==> src/rtl/lft_pkg.sv <==
package lft_pkg;
  typedef struct packed {
    logic en;
    logic lamp;
    logic fault;
  } lft_status_t;
endpackage

==> src/rtl/lft_sync.sv <==
module lft_sync #(
  parameter int STAGES = 2,
  parameter logic RST_VAL = 1'b1
) (
  input  logic clk,
  input  logic rst,
  input  logic d_i,
  output logic q_o
);
  logic [STAGES-1:0] chain_q;

  always_ff @(posedge clk) begin
    if (rst) chain_q <= {STAGES{RST_VAL}};
    else     chain_q <= {chain_q[STAGES-2:0], d_i};
  end

  assign q_o = chain_q[STAGES-1];
endmodule

==> src/rtl/lft_timer.sv <==
module lft_timer #(
  parameter int CODE_W = 8,
  parameter logic [CODE_W-1:0] DEF_CODE = 8'h80
) (
  input  logic              clk,
  input  logic              rst,
  input  logic              tick_i,
  input  logic              lamp_ok_i,
  input  logic              en_i,
  input  logic              code_we_i,
  input  logic [CODE_W-1:0] code_i,
  output logic              fault_o,
  output logic [CODE_W-1:0] code_o
);
  localparam logic [CODE_W-1:0] ONE = CODE_W'(1);

  logic [CODE_W-1:0] code_q, cnt_q;
  logic              fault_q;
  logic              low_run, step;

  assign low_run = !lamp_ok_i && en_i;
  assign step    = low_run && tick_i && (code_q != '0) && !fault_q && !code_we_i;

  always_ff @(posedge clk) begin
    if (rst) begin
      code_q  <= DEF_CODE;
      cnt_q   <= '0;
      fault_q <= 1'b0;
    end else begin
      if (code_we_i) code_q <= code_i;
      if (code_we_i || !low_run) cnt_q <= '0;
      else if (step)             cnt_q <= cnt_q + ONE;
      if (step && (cnt_q == code_q - ONE)) fault_q <= 1'b1;
    end
  end

  assign fault_o = fault_q;
  assign code_o  = code_q;
endmodule

==> src/rtl/lft_gate.sv <==
module lft_gate #(
  parameter int N_CH = 8
) (
  input  logic            clk,
  input  logic            rst,
  input  logic            allow_i,
  input  logic [N_CH-1:0] raw_i,
  input  logic [N_CH-1:0] chan_en_i,
  output logic [N_CH-1:0] pwm_o
);
  for (genvar g = 0; g < N_CH; g++) begin : g_ch
    always_ff @(posedge clk) begin
      if (rst) pwm_o[g] <= 1'b0;
      else     pwm_o[g] <= allow_i & chan_en_i[g] & raw_i[g];
    end
  end
endmodule

==> src/rtl/lamp_fault_guard.sv <==
module lamp_fault_guard
  import lft_pkg::*;
#(
  parameter int N_CH = 8,
  parameter int CODE_W = 8,
  parameter logic [CODE_W-1:0] DEF_CODE = 8'h80,
  parameter int SYNC_STAGES = 2
) (
  input  logic              clk,
  input  logic              rst,
  input  logic              tick_i,
  input  logic              lamp_ok_i,
  input  logic              master_en_i,
  input  logic              enable_pin_i,
  input  logic              code_we_i,
  input  logic [CODE_W-1:0] code_i,
  input  logic [N_CH-1:0]   chan_en_i,
  input  logic [N_CH-1:0]   pwm_raw_i,
  output logic [N_CH-1:0]   pwm_o,
  output logic              fault_o,
  output logic [2:0]        status_o
);
  logic              lamp_s;
  logic              en_all;
  logic              fault_w;
  logic [CODE_W-1:0] code_w;
  lft_status_t       stat_q;

  assign en_all = master_en_i & enable_pin_i;

  lft_sync #(.STAGES(SYNC_STAGES), .RST_VAL(1'b1)) u_sync (
    .clk(clk), .rst(rst), .d_i(lamp_ok_i), .q_o(lamp_s)
  );

  lft_timer #(.CODE_W(CODE_W), .DEF_CODE(DEF_CODE)) u_timer (
    .clk(clk), .rst(rst), .tick_i(tick_i), .lamp_ok_i(lamp_s),
    .en_i(en_all), .code_we_i(code_we_i), .code_i(code_i),
    .fault_o(fault_w), .code_o(code_w)
  );

  lft_gate #(.N_CH(N_CH)) u_gate (
    .clk(clk), .rst(rst), .allow_i(en_all & ~fault_w),
    .raw_i(pwm_raw_i), .chan_en_i(chan_en_i), .pwm_o(pwm_o)
  );

  always_ff @(posedge clk) begin
    if (rst) stat_q <= '0;
    else     stat_q <= '{en: en_all, lamp: lamp_s, fault: fault_w};
  end

  assign status_o = stat_q;
  assign fault_o  = fault_w;
endmodule

==> config.mk <==
export PLATFORM = sky130hd
export DESIGN_NAME = lamp_fault_guard
export DESIGN_NICKNAME = d
export VERILOG_FILES = /design/src/rtl/lft_pkg.sv /design/src/rtl/lft_sync.sv /design/src/rtl/lft_timer.sv /design/src/rtl/lft_gate.sv /design/src/rtl/lamp_fault_guard.sv
export SDC_FILE = /design/constraint.sdc
export NUM_CORES = 1
export LEC_CHECK = 0
export BUFFER_PORTS_ARGS = -buffer_cell sky130_fd_sc_hd__buf_4
export CAP_MARGIN = 20
export CORE_ASPECT_RATIO = 1.4
export CORE_MARGIN = 2
export CORE_UTILIZATION = 49
export DETAILED_ROUTE_END_ITERATION = 8
export GPL_TIMING_DRIVEN = 0
export PLACE_DENSITY = 0.78
export SLEW_MARGIN = 15
export SYNTH_ARGS = -nofsm -noshare
export SYNTH_HDL_FRONTEND = slang
export SYNTH_SLANG_ARGS = --single-unit
export TNS_END_PERCENT = 1
==> constraint.sdc <==
create_clock -name clk -period 2.6 [get_ports clk]
set_input_delay 0.26 -clock clk [delete_from_list [all_inputs] [get_ports clk]]
set_output_delay 0.26 -clock clk [all_outputs]
set_load 0.05 [all_outputs]
==> results.txt <==
Async S/R FF share, synth -> 0%
register area share after synthesis -> 46.0%
worst-path cell chain -> inv_1 > ha_1 > nor4b_2 > nor2_1 > a221oi_1 > o221a_2 > a21oi_1
total core area -> 2590 µm²
vias per cell -> 5.14
final instance area -> 1730 µm²
dominant synthesized flop cell -> dfxtp_1
CP max-delay cell -> nor4b_2
Post-synth EDFFs -> 0
fmax -> 494 MHz
initial antenna violation count -> 0
Fin Hold WS -> 0.109 ns
GP Congestion -> 0.741
root buf cell -> clkbuf_4
GRT Util Overall -> 19.8%
Slew Viols, Final -> 0
CP Class -> flop to flop
worst slew pin tran -> 0.653 ns
CTS tree -> yes
final setup vio count -> 0
Avg Inst Size Synth -> 9.75 µm²
WHS Path Cells -> 2
vias in the first global route -> 1083
Initial Util -> 50.5%
Layout fillers -> 235
worst relative slew slack -> 56.1%
Tmin final -> 2.02 ns
post-CTS setup repair buffer count -> 0
drt total wl -> 2780 µm
CP bufs+invs -> 1
pin count of the biggest net entering global routing -> 11
clk slew on worst S/H paths -> 0.09 ns
remaining global-route overflow -> 0
WL per Instance -> 12.6 µm
first-pass detailed-route iteration total -> 4
DIE HEIGHT -> 65.1 µm
clock buffer count from CTS -> 5
Core Util, Final -> 66.7%
PostCTS Resize Cnt -> 0
CP top delay family -> simple AND/OR/NAND/NOR gates
max_cap viols -> 0
syn nets -> 167
Die ar. -> 3100 µm²
Unique masters post-synth -> 34
Skew-Pair Late Insertion Delay -> 0.33 ns
Crit. End Element -> flop
layout cell share with drive strength beyond 1 -> 31.0%
placed cell count -> 212
P per Cell Area -> 523 nW/µm²
internal power -> 0.000677 W
final hold viol count -> 0
DP HPWL -> 2110 µm
Setup TNS -> 0 ns
hold-fix buffers at CTS -> 0
antenna viol nets, final -> 0
Fin Clk Skew -> 0.00824 ns
CP arrival -> 2.25 ns
first-pass GRT wire length -> 4360 µm
Req. time, crit path -> 2.83 ns
CP Max Fanout -> 6
H-tree levels -> 2
RSZ-0062 raised after global routing -> no
synthesized flop and latch total -> 30
# port buffers -> 42
synthesized cell area -> 1310 µm²
DR iter-0 viols -> 35
Clock Sinks -> 30
Critical Path Stages -> 7
# diodes -> 0
Finished Layout Cells -> 220
Sw Share -> 25.1%
slowest stage delay, CP -> 0.55 ns
critical path startpoint category -> flop
clock network fraction of total power -> 31.4%
R2R depth -> 7
Post-Synthesis Cells -> 134
area of placed instances -> 1670 µm²
Reg power frac -> 53.6%
Comb pwr share -> 15.0%
Final Net Count -> 216
status -> complete, no violations
Ports -> 43
Pleak -> 0.771 nW
Syn. warnings -> 0
Die W -> 47.6 µm
area delta synth->final -> 32.2%
clock buffer depth -> 2
Residual DRC -> 0
hold crit path type -> primary input to flop
peak supply drop -> 462 µV
Final Cycle Share -> 77.8%
Switching Power -> 0.000227 W
via count -> 1131
Site Rows -> 22
through the flow:
stage	setup WS (ns)	total power, W
final	0.577	0.000904
after global routing	0.395	0.000945
after detailed placement	0.609	0.000631
after CTS	0.589	0.000914
after floorplan	0.736	0.000577
after global placement	0.685	0.000626
kinds of logic (layout without fill, tap and decap cells):
| logic type | count (synthesis) | after routing | share of synthesized area (%) |
|---|---|---|---|
| AO/OA/AOI/OAI | 14 | 14 | 9.48 |
| buffers and inverters | 8 | 58 | 2.39 |
| flip-flops | 30 | 30 | 46.0 |
| adder cells (fa/ha/maj) | 2 | 2 | 1.92 |
| multiplexers | 8 | 8 | 6.13 |
| AND/OR/NAND/NOR | 55 | 55 | 22.7 |
| XOR/XNOR | 17 | 17 | 11.4 |
per-layer routing:
metal	track usage, %	vias to the layer above	part of all wire, %	wire, µm
li1	-	565	-	-
met1	20.2	517	40	1130
met2	34.6	44	50	1390
met3	6.04	5	7.5	208
met4	9.12	0	2.1	59
met5	0	-	0	0
cell usage in the layout, fill, tap and decap left out, drive strengths merged, types with 2 or more instances in the layout:
| cell | instances |
|---|---|
| buf | 43 |
| dfxtp | 30 |
| nor2 | 21 |
| and3 | 10 |
| xnor2 | 10 |
| clkbuf | 10 |
| mux2i | 8 |
| xor2 | 7 |
| nand4 | 6 |
| inv | 4 |
| nand2 | 3 |
| nor3 | 3 |
| a21oi | 3 |
| or2 | 3 |
| nor2b | 2 |
| a221oi | 2 |
| ha | 2 |
final timing paths:
check / start / endpoint / slack [ns]
worst max-delay path: u_timer.code_o[0]$_SDFFE_PP0P_ / u_timer.fault_o$_SDFFE_PP0P_ / 0.58
worst min-delay path: lamp_ok_i / u_sync.chain_q[0]$_SDFF_PP1_ / 0.11
worst max register to register: u_timer.code_o[0]$_SDFFE_PP0P_ / u_timer.fault_o$_SDFFE_PP0P_ / 0.58
worst min register to register: u_sync.chain_q[0]$_SDFF_PP1_ / u_sync.chain_q[1]$_SDFF_PP1_ / 0.43
power by group through the flow:
stage	Clock, W	Combinational [W]	Sequential (W)
after global routing	0.000312	0.000147	0.000487
after global placement	0	0.000131	0.000495
final	0.000284	0.000135	0.000485
after detailed placement	0	0.000136	0.000495
after floorplan	0	0.0000717	0.000505
after CTS	0.000293	0.000136	0.000485
sequential cells by signal, indices dropped and copies added, names as in the netlist:
name,cells
u_timer.code_o,8
u_timer.cnt_q,8
u_sync.chain_q,2
u_gate.pwm_o,8
status_o,3
u_timer.fault_o,1
final cells by class:
type / count / area (µm²) / share of cell area, %
well taps: 36 / 45.0 / 2.61
inverters: 4 / 15.0 / 0.870
multi-input cells: 96 / 674 / 39.1
clock inverters: 1 / 5.00 / 0.290
plain buffers: 4 / 16.3 / 0.942
repair buffers: 42 / 315 / 18.3
clock buffers: 7 / 55.1 / 3.19
flip-flops and latches: 30 / 601 / 34.8
cell usage after synthesis, types with 3 or more instances:
cell      number  area [µm²]
a21oi_1        3        15.0
and3_1        10        62.6
clkbuf_1       3        11.3
dfxtp_1       30         601
inv_1          4        15.0
mux2i_1        8        80.1
nand2_1        3        11.3
nand4_1        6        37.5
nor2_1        21        78.8
nor3_1         3        15.0
xnor2_1       10        87.6
xor2_1         7        61.3
Power figures use the tool's default switching activity.
